$ cat src/rtl/gpio_irq_pkg.sv
package gpio_irq_pkg;

    // Register word indices; software depends on these positions.
    localparam int REG_RISE_IDX = 0;
    localparam int REG_FALL_IDX = 1;
    localparam int REG_STAT_IDX = 2;
    localparam int REG_WAKE_IDX = 3;

    typedef enum logic [0:0] {
        ARM_PRIME = 1'b0,
        ARM_LIVE  = 1'b1
    } arm_state_e;

    typedef enum logic [2:0] {
        SEL_RISE,
        SEL_FALL,
        SEL_STAT,
        SEL_WAKE,
        SEL_NONE
    } reg_sel_e;

endpackage

$ cat src/rtl/gpio_pin_sync.sv
module gpio_pin_sync #(
    parameter int WIDTH  = 28,
    parameter int STAGES = 2
) (
    input  logic             clk,
    input  logic             rst_n,
    input  logic [WIDTH-1:0] raw_in,
    output logic [WIDTH-1:0] sync_out
);

    logic [WIDTH-1:0] chain_q [STAGES];

    always_ff @(posedge clk or negedge rst_n) begin
        if (!rst_n) chain_q[0] <= '0;
        else        chain_q[0] <= raw_in;
    end

    for (genvar g = 1; g < STAGES; g++) begin : g_stage
        always_ff @(posedge clk or negedge rst_n) begin
            if (!rst_n) chain_q[g] <= '0;
            else        chain_q[g] <= chain_q[g-1];
        end
    end

    assign sync_out = chain_q[STAGES-1];

endmodule

$ cat src/rtl/gpio_arm_fsm.sv
module gpio_arm_fsm
    import gpio_irq_pkg::*;
#(
    parameter int SETTLE = 3
) (
    input  logic clk,
    input  logic rst_n,
    output logic armed
);

    localparam int CNT_W = (SETTLE < 2) ? 1 : $clog2(SETTLE);

    arm_state_e       state_q, state_d;
    logic [CNT_W-1:0] cnt_q, cnt_d;

    // State register
    always_ff @(posedge clk or negedge rst_n) begin
        if (!rst_n) begin
            state_q <= ARM_PRIME;
            cnt_q   <= '0;
        end else begin
            state_q <= state_d;
            cnt_q   <= cnt_d;
        end
    end

    // Next state
    always_comb begin
        state_d = state_q;
        cnt_d   = cnt_q;
        unique case (state_q)
            ARM_PRIME: begin
                if (cnt_q == CNT_W'(SETTLE - 1)) state_d = ARM_LIVE;
                else                             cnt_d   = cnt_q + 1'b1;
            end
            ARM_LIVE:  state_d = ARM_LIVE;
            default:   state_d = ARM_PRIME;
        endcase
    end

    // Outputs
    always_comb begin
        unique case (state_q)
            ARM_LIVE: armed = 1'b1;
            default:  armed = 1'b0;
        endcase
    end

endmodule

$ cat src/rtl/gpio_edge_detect.sv
module gpio_edge_detect #(
    parameter int WIDTH = 28
) (
    input  logic             clk,
    input  logic             rst_n,
    input  logic [WIDTH-1:0] level,
    input  logic             armed,
    input  logic [WIDTH-1:0] rise_en,
    input  logic [WIDTH-1:0] fall_en,
    output logic [WIDTH-1:0] edge_hit
);

    logic [WIDTH-1:0] prev_q;
    logic [WIDTH-1:0] went_up, went_down;

    // History follows the synchronizer even while disarmed.
    always_ff @(posedge clk or negedge rst_n) begin
        if (!rst_n) prev_q <= '0;
        else        prev_q <= level;
    end

    always_comb begin
        went_up   = level & ~prev_q;
        went_down = ~level & prev_q;
        edge_hit  = armed ? ((went_up & rise_en) | (went_down & fall_en)) : '0;
    end

endmodule

$ cat src/rtl/gpio_irq_regs.sv
module gpio_irq_regs
    import gpio_irq_pkg::*;
#(
    parameter int NUM_PINS   = 28,
    parameter int NUM_DIRECT = 11,
    parameter int ADDR_W     = 3,
    parameter int DATA_W     = 32
) (
    input  logic                  clk,
    input  logic                  rst_n,
    input  logic                  reg_we,
    input  logic [ADDR_W-1:0]     reg_addr,
    input  logic [DATA_W-1:0]     reg_wdata,
    output logic [DATA_W-1:0]     reg_rdata,
    input  logic [NUM_PINS-1:0]   edge_hit,
    output logic [NUM_PINS-1:0]   rise_en,
    output logic [NUM_PINS-1:0]   fall_en,
    output logic [NUM_PINS-1:0]   status,
    output logic [NUM_DIRECT-1:0] irq_direct,
    output logic                  irq_shared,
    output logic                  wake_req
);

    localparam logic [ADDR_W-1:0] A_RISE = ADDR_W'(REG_RISE_IDX);
    localparam logic [ADDR_W-1:0] A_FALL = ADDR_W'(REG_FALL_IDX);
    localparam logic [ADDR_W-1:0] A_STAT = ADDR_W'(REG_STAT_IDX);
    localparam logic [ADDR_W-1:0] A_WAKE = ADDR_W'(REG_WAKE_IDX);

    reg_sel_e            sel;
    logic [NUM_PINS-1:0] wr_bits;
    logic [NUM_PINS-1:0] rise_q, fall_q, wake_q, stat_q;
    logic [NUM_PINS-1:0] clr_mask;
    logic                unused_wdata_hi;

    assign wr_bits         = reg_wdata[NUM_PINS-1:0];
    assign unused_wdata_hi = ^reg_wdata[DATA_W-1:NUM_PINS];

    always_comb begin
        unique case (reg_addr)
            A_RISE:  sel = SEL_RISE;
            A_FALL:  sel = SEL_FALL;
            A_STAT:  sel = SEL_STAT;
            A_WAKE:  sel = SEL_WAKE;
            default: sel = SEL_NONE;
        endcase
    end

    assign clr_mask = (reg_we && sel == SEL_STAT) ? wr_bits : '0;

    always_ff @(posedge clk or negedge rst_n) begin
        if (!rst_n) begin
            rise_q <= '0;
            fall_q <= '0;
            wake_q <= '0;
        end else if (reg_we) begin
            unique case (sel)
                SEL_RISE: rise_q <= wr_bits;
                SEL_FALL: fall_q <= wr_bits;
                SEL_WAKE: wake_q <= wr_bits;
                default:  ;
            endcase
        end
    end

    // Sticky status: a new edge outranks a clear on the same edge.
    always_ff @(posedge clk or negedge rst_n) begin
        if (!rst_n) stat_q <= '0;
        else        stat_q <= (stat_q & ~clr_mask) | edge_hit;
    end

    always_comb begin
        reg_rdata = '0;
        unique case (sel)
            SEL_RISE: reg_rdata[NUM_PINS-1:0] = rise_q;
            SEL_FALL: reg_rdata[NUM_PINS-1:0] = fall_q;
            SEL_STAT: reg_rdata[NUM_PINS-1:0] = stat_q;
            SEL_WAKE: reg_rdata[NUM_PINS-1:0] = wake_q;
            default:  reg_rdata = '0;
        endcase
    end

    assign rise_en    = rise_q;
    assign fall_en    = fall_q;
    assign status     = stat_q;
    assign irq_direct = stat_q[NUM_DIRECT-1:0];
    assign wake_req   = |(stat_q & wake_q);

    if (NUM_PINS > NUM_DIRECT) begin : g_shared
        assign irq_shared = |stat_q[NUM_PINS-1:NUM_DIRECT];
    end else begin : g_no_shared
        assign irq_shared = 1'b0;
    end

endmodule

$ cat src/rtl/gpio_edge_irq.sv
module gpio_edge_irq #(
    parameter int NUM_PINS    = 28,
    parameter int NUM_DIRECT  = 11,
    parameter int SYNC_STAGES = 2,
    parameter int ADDR_W      = 3,
    parameter int DATA_W      = 32
) (
    input  logic                  clk,
    input  logic                  rst_n,
    input  logic [NUM_PINS-1:0]   pin_in,
    input  logic                  reg_we,
    input  logic [ADDR_W-1:0]     reg_addr,
    input  logic [DATA_W-1:0]     reg_wdata,
    output logic [DATA_W-1:0]     reg_rdata,
    output logic [NUM_DIRECT-1:0] irq_direct,
    output logic                  irq_shared,
    output logic                  wake_req
);

    localparam int SETTLE = SYNC_STAGES + 1;

    logic [NUM_PINS-1:0] level_w;
    logic [NUM_PINS-1:0] edge_w;
    logic [NUM_PINS-1:0] rise_en_w, fall_en_w, status_w;
    logic                armed_w;

    gpio_pin_sync #(.WIDTH(NUM_PINS), .STAGES(SYNC_STAGES)) u_sync (
        .clk      (clk),
        .rst_n    (rst_n),
        .raw_in   (pin_in),
        .sync_out (level_w)
    );

    gpio_arm_fsm #(.SETTLE(SETTLE)) u_arm (
        .clk   (clk),
        .rst_n (rst_n),
        .armed (armed_w)
    );

    gpio_edge_detect #(.WIDTH(NUM_PINS)) u_edge (
        .clk      (clk),
        .rst_n    (rst_n),
        .level    (level_w),
        .armed    (armed_w),
        .rise_en  (rise_en_w),
        .fall_en  (fall_en_w),
        .edge_hit (edge_w)
    );

    gpio_irq_regs #(
        .NUM_PINS   (NUM_PINS),
        .NUM_DIRECT (NUM_DIRECT),
        .ADDR_W     (ADDR_W),
        .DATA_W     (DATA_W)
    ) u_regs (
        .clk        (clk),
        .rst_n      (rst_n),
        .reg_we     (reg_we),
        .reg_addr   (reg_addr),
        .reg_wdata  (reg_wdata),
        .reg_rdata  (reg_rdata),
        .edge_hit   (edge_w),
        .rise_en    (rise_en_w),
        .fall_en    (fall_en_w),
        .status     (status_w),
        .irq_direct (irq_direct),
        .irq_shared (irq_shared),
        .wake_req   (wake_req)
    );

endmodule

$ cat config.mk
export PLATFORM = sky130hd
export DESIGN_NAME = gpio_edge_irq
export DESIGN_NICKNAME = d
export VERILOG_FILES = /design/src/rtl/gpio_irq_pkg.sv /design/src/rtl/gpio_pin_sync.sv /design/src/rtl/gpio_arm_fsm.sv /design/src/rtl/gpio_edge_detect.sv /design/src/rtl/gpio_irq_regs.sv /design/src/rtl/gpio_edge_irq.sv
export SDC_FILE = /design/constraint.sdc
export NUM_CORES = 1
export LEC_CHECK = 0
export BUFFER_PORTS_ARGS = -buffer_cell sky130_fd_sc_hd__buf_4
export CORE_ASPECT_RATIO = 0.5
export CORE_MARGIN = 2
export CORE_UTILIZATION = 29
export CTS_BUF_LIST = sky130_fd_sc_hd__clkbuf_4 sky130_fd_sc_hd__clkbuf_8
export DETAILED_ROUTE_END_ITERATION = 8
export GPL_ROUTABILITY_DRIVEN = 1
export GPL_TIMING_DRIVEN = 1
export PLACE_DENSITY = 0.55
export SETUP_SLACK_MARGIN = 0.5
export SLEW_MARGIN = 20
export SYNTH_ARGS = -nofsm -noshare
export SYNTH_HDL_FRONTEND = slang
export SYNTH_SLANG_ARGS = --single-unit
$ cat constraint.sdc
create_clock -name clk -period 1.1 [get_ports clk]
set_input_delay 0.055 -clock clk [delete_from_list [all_inputs] [get_ports clk]]
set_output_delay 0.055 -clock clk [all_outputs]
set_load 0.02 [all_outputs]
# [Word level (Yosys, flattened, before mapping)]
# Index checks and enable logic that the tools add are counted.
[totals] out_inout_bits=45 wordCells=46 ff_bits=199 inputBits=66
[op_classes] add_sub_neg=1 eq_ne=7 n_reduce_logical=9 bitwise_logic=13 muxes=7
[op_table] cell="$and 28x28->28" n=6
[op_table] cell="$pmux 28 s4" n=1
[op_table] cell="$not 28->28" n=3
[op_table] cell="$mux 28" n=2
[op_table] cell="$or 28x28->28" n=2
[op_table] cell="$reduce_or 28->1" n=1
[op_table] cell="$reduce_or 17->1" n=1
[op_table] cell="$eq 3x2->1 const B" n=4
[op_table] cell="$pmux 3 s4" n=1
[op_table] cell="$reduce_and 2->1" n=4
[op_table] cell="$eq 3x1->1 const B" n=2
[op_table] cell="$logic_not 3->1" n=2
[op_table] cell="$add 2x1->2 const B" n=1
[op_table] cell="$eq 2x2->1 const B" n=1
[op_table] cell="$mux 1" n=2
[op_table] cell="$not 1->1" n=2
[op_table] cell="$pmux 1 s2" n=1
[op_table] cell="$logic_and 1x1->1" n=1

# [Longest topological paths before layout]
[depth] word_depth=8 ltp_mapped=6 depth_no_buf=5

# [Cells and area by module]
# From an unflattened synthesis, not the netlist that was laid out.
[unflattened] cells_unflattened=618 area_unflattened_um2=8210.4
[modules_own_cells] mod="gpio_irq_regs" area_each_um2=5114.9 seq_area_each_um2=2802.7 cells_per_inst=407 n_inst=1
[modules_own_cells] mod="gpio_pin_sync" area_each_um2=1611.5 seq_area_each_um2=1401.3 cells_per_inst=84 n_inst=1
[modules_own_cells] mod="gpio_edge_detect" area_each_um2=1357.6 seq_area_each_um2=700.7 cells_per_inst=118 n_inst=1
[modules_own_cells] mod="gpio_arm_fsm" area_each_um2=126.4 seq_area_each_um2=75.1 cells_per_inst=9 n_inst=1

# [Worst setup path after synthesis]
# OpenSTA, ideal clock, no wires.
[synth_timing] kind="reg2out" startpoint="reg u_regs.stat_q[23], in the netlist u_regs.status[23]" endpoint="out wake_req" t_arrival_ns=1.286 setup_slack_ns=-0.241 path_buffers=0 required_time_ns=1.045 path_stages_with_launch=4 cell_sequence="dfrtp_1 -> a22oi_1 -> nand4_1 -> or4_1"
[synth_between] elab_chain_len=2
[synth_rtl] item="from (decl)" line_no="gpio_irq_regs.sv:31" source="logic [NUM_PINS-1:0] rise_q, fall_q, wake_q, stat_q;"
[synth_rtl] item="from (signal assigned)" line_no="gpio_irq_regs.sv:68" source="else stat_q <= (stat_q & ~clr_mask) | edge_hit;"
[synth_rtl] item="$and 28x28->28" line_no="gpio_irq_regs.sv:86" source="assign wake_req = |(stat_q & wake_q);"
[synth_rtl] item="$reduce_or 28->1" line_no="gpio_irq_regs.sv:86"
[synth_rtl] item="to (decl)" line_no="gpio_edge_irq.sv:17" source="output logic wake_req"
# Every way passes these cells.

# [Final worst setup path]
[layout_timing] startpoint="reg u_regs.stat_q[27], in the netlist u_regs.status[27]" endpoint="out irq_shared"
[layout_between] elab_chain_len=1
[layout_rtl] item="$reduce_or 17->1" line_no="gpio_irq_regs.sv:89" source="assign irq_shared = |stat_q[NUM_PINS-1:NUM_DIRECT];"
[layout_rtl] item="to (decl)" line_no="gpio_edge_irq.sv:16" source="output logic irq_shared,"
# Every way passes these cells.

==> summary.md <==
| Metric | Value |
|---|---|
| Area Growth Syn to Fin | 53.3% |
| Flop-to-flop setup slack | 0 ns |
| Vias per cell | 4.75 |
| Number of fillers in the final layout | 2394 |
| Final nets | 907 |
| Number of inserted diodes | 0 |
| FP Rows | 42 |
| Max Cap Viol | 0 |
| Post-DP HPWL | 15.5 mm |
| Async set-reset flop share out of synthesis | 100% |
| Synth top area cells | dfrtp_1 63%, mux2_2 11%, a22oi_1 6.7%, nand2_1 4.1%, a22o_1 3.1% |
| Num ports | 111 |
| Power Total | 18800 µW |
| Area of the multi-input gates | 3370 µm² |
| Max VDD drop | 0.000746 V |
| Worst-Skew Late Latency | 0.48 ns |
| H-tree levels | 4 |
| Cts hold-fix bufs | 56 |
| Sequential-to-total area share from yosys stat | 63.5% |
| Pleak | 0.00535 µW |
| Fin crit share | 190% |
| # DRC | 0 |
| 1st-iter DRT viols | 398 |
| Final Hold Viols | 199 |
| Worst setup path class | reg2out |
| First-pass GRT wire length | 35.7 mm |
| Pwr dens | 1560 nW/µm² |
| Critical Path End Type | primary output |
| WL final | 22.4 mm |
| Final min period | 2.09 ns |
| Tot GR Track Use | 16.5% |
| Setup Skew | 0.0138 ns |
| Ys flop type | dfrtp_1 |
| WP data required | 1.04 ns |
| Util after Layout | 45.3% |
| Failing checks | negative hold slack, negative setup slack |
| Top post-synthesis cells by count | 199 x dfrtp_1, 86 x nand2_1, 77 x mux2_2, 70 x a22oi_1, 29 x o21ai_0 |
| Final Hold Slack | -0.473 ns |
| Detail Route Antenna Nets | 0 |
| Vias in the first global route | 6361 |
| Setup WS post-layout | -0.993 ns |
| Die footprint | 28500 µm² |
| IO buf count | 102 |
| DRT Pass-1 Iters | 4 |
| Post-synth cell types | 28 |
| Core Region | 26500 µm² |
| Root Driver | clkbuf_8 |
| Top-count cell post-synth | dfrtp_1 |
| Number of flops mapped to enable cells by yosys | 0 |
| Nature of the critical path startpoint | flop |
| Clock tree buffer depth | 2 |
| DR vias | 5718 |
| WP data arrival | 2.04 ns |
| Max Clk Rate | 0.478 GHz |
| Die X | 237 µm |
| Num CTS Buffers | 17 |
| Ys Warns | 0 |
| CTS tree | yes |
| Post-Synthesis Cells | 588 |
| RSZ-0062 raised after global routing | yes |
| Share of post-route cells with drive strength above 1 | 51.6% |
| Mapped Avg Cell Area | 13.3 µm² |
| Largest net degree at the start of global routing | 44 |
| Overflow after GRT | 0 |
| Initial antenna violation count | 1 |
| Mapped Area | 7850 µm² |
| Worst-path clk slew | 0.10 ns |
| Final Setup Violations | 42 |
| Worst Hold Class | in2async |
| Die H | 120 µm |
| Number of synthesized register bits | 199 |
| Setup WS pre-CTS | -0.613 ns |
| Slew Limit Fails | 0 |
| WL per Instance | 18.6 µm |
| Leading area contributor after synthesis | dfrtp_1 |
| Post-synth top area share | 63.5% |
| Reg area | 4980 µm² |
| Highest fanout seen on the critical path | 3 |
| Initial Util | 29.6% |
| Status | finished, violations left |
| Sink Count | 199 |
| Final Wtd Congestion | 0.794 |
-- layer usage --
| metal | up-vias | share of wire, % | global-route usage, % |
|---|---|---|---|
| met2 | 107 | 47 | 26.0 |
| li1 | 2624 | - | - |
| met3 | 26 | 3.9 | 3.52 |
| met5 | - | 0.040 | 0 |
| met4 | 2 | 1.4 | 4.98 |
| met1 | 2959 | 47 | 22.9 |
-- worst max-delay path, stage by stage (launching register included) --
cell and delay (ns):
dfrtp_1 0.42, nor4_2 0.31, buf_4 0.15, nand4_1 0.09
or4_4 0.44, buf_6 0.15
-- area by class of cell --
class / count / share of cell area [%]
Sequential cell: 199 / 41.4
Multi-Input combinational cell: 350 / 28.0
Timing Repair Buffer: 271 / 23.7
Tap cell: 352 / 3.66
Clock buffer: 20 / 2.24
Clock inverter: 11 / 0.968
Inverter: 1 / 0.0312
-- worst paths after layout --
| kind | startpoint | end | cells past startpoint |
|---|---|---|---|
| hold reg to reg | u_sync.chain_q[44]$_DFF_PN0_ | u_sync.sync_out[16]$_DFF_PN0_ | 0 |
| hold / removal | rst_n | u_edge.prev_q[12]$_DFF_PN0_ | 1 |
| setup reg to reg | u_regs.status[27]$_DFF_PN0_ | u_regs.status[27]$_DFF_PN0_ | 4 |
| min in group clk | reg_we | u_regs.rise_en[0]$_DFFE_PN0P_ | 3 |
| setup / recovery | u_regs.status[27]$_DFF_PN0_ | irq_shared | 5 |
| max in group asynchronous | rst_n | u_regs.fall_en[6]$_DFFE_PN0P_ | 2 |
-- logic make-up after synthesis --
family	after synthesis	synth area share [%]
muxes	84	12.2
other	1	0.0478
and+or+nand+nor	133	8.53
DFF	199	63.5
adders and majority gates	1	0.159
buffers and inverters	42	3.78
AOI/OAI and AO/OA	127	11.7
xor gates and xnor gates	1	0.112
-- sequential cells by signal (all words and copies together) (netlist names) --
register,flops
u_arm.cnt_q,2
u_arm.state_q,1
u_edge.prev_q,28
u_regs.fall_en,28
u_regs.rise_en,28
u_regs.status,28
u_regs.wake_q,28
u_sync.chain_q,28
u_sync.sync_out,28
-- through the flow --
step | TNS [ns] | instances | area (µm²)
final | -13.04 | 1204 | 12000
after global routing | -16.51 | 1204 | 12000
after floorplan | -0.726 | 591 | 8530
after CTS | -14.31 | 1189 | 11800
after global placement | -21.78 | 1096 | 10300
after detailed placement | -23.52 | 1096 | 10300
-- power by group --
part | switching, µW | internal, µW | total [µW]
registers | 881 | 8290 | 9170
clock network | 2670 | 1980 | 4650
logic | 1880 | 3070 | 4950
total | 5440 | 13300 | 18800
-- timing repair --
action                                  CTS  global route
endpoints found under the setup margin  156           156
gates resized for setup                 133            36
buffers inserted                          6            15
pin swaps                                54            26
endpoints found under the hold margin   339           199
gates cloned                              0             0
-- cell usage in the layout (no fill, tap or decap), drive strengths merged, types with 2 or more instances in the layout --
cell type      n
dfrtp        199
mux2          84
o21ai         29
nor4           3
clkinvlp       2
and2           2
clkbuf        21
dlygate4sd3   56
clkinv         4
a22o          28
or4            2
nand4          4
a22oi         70
nand2         87
nor3b          2
nand3b        28
conb           4
inv            5
buf          214
(Power assumes the default switching activity.)
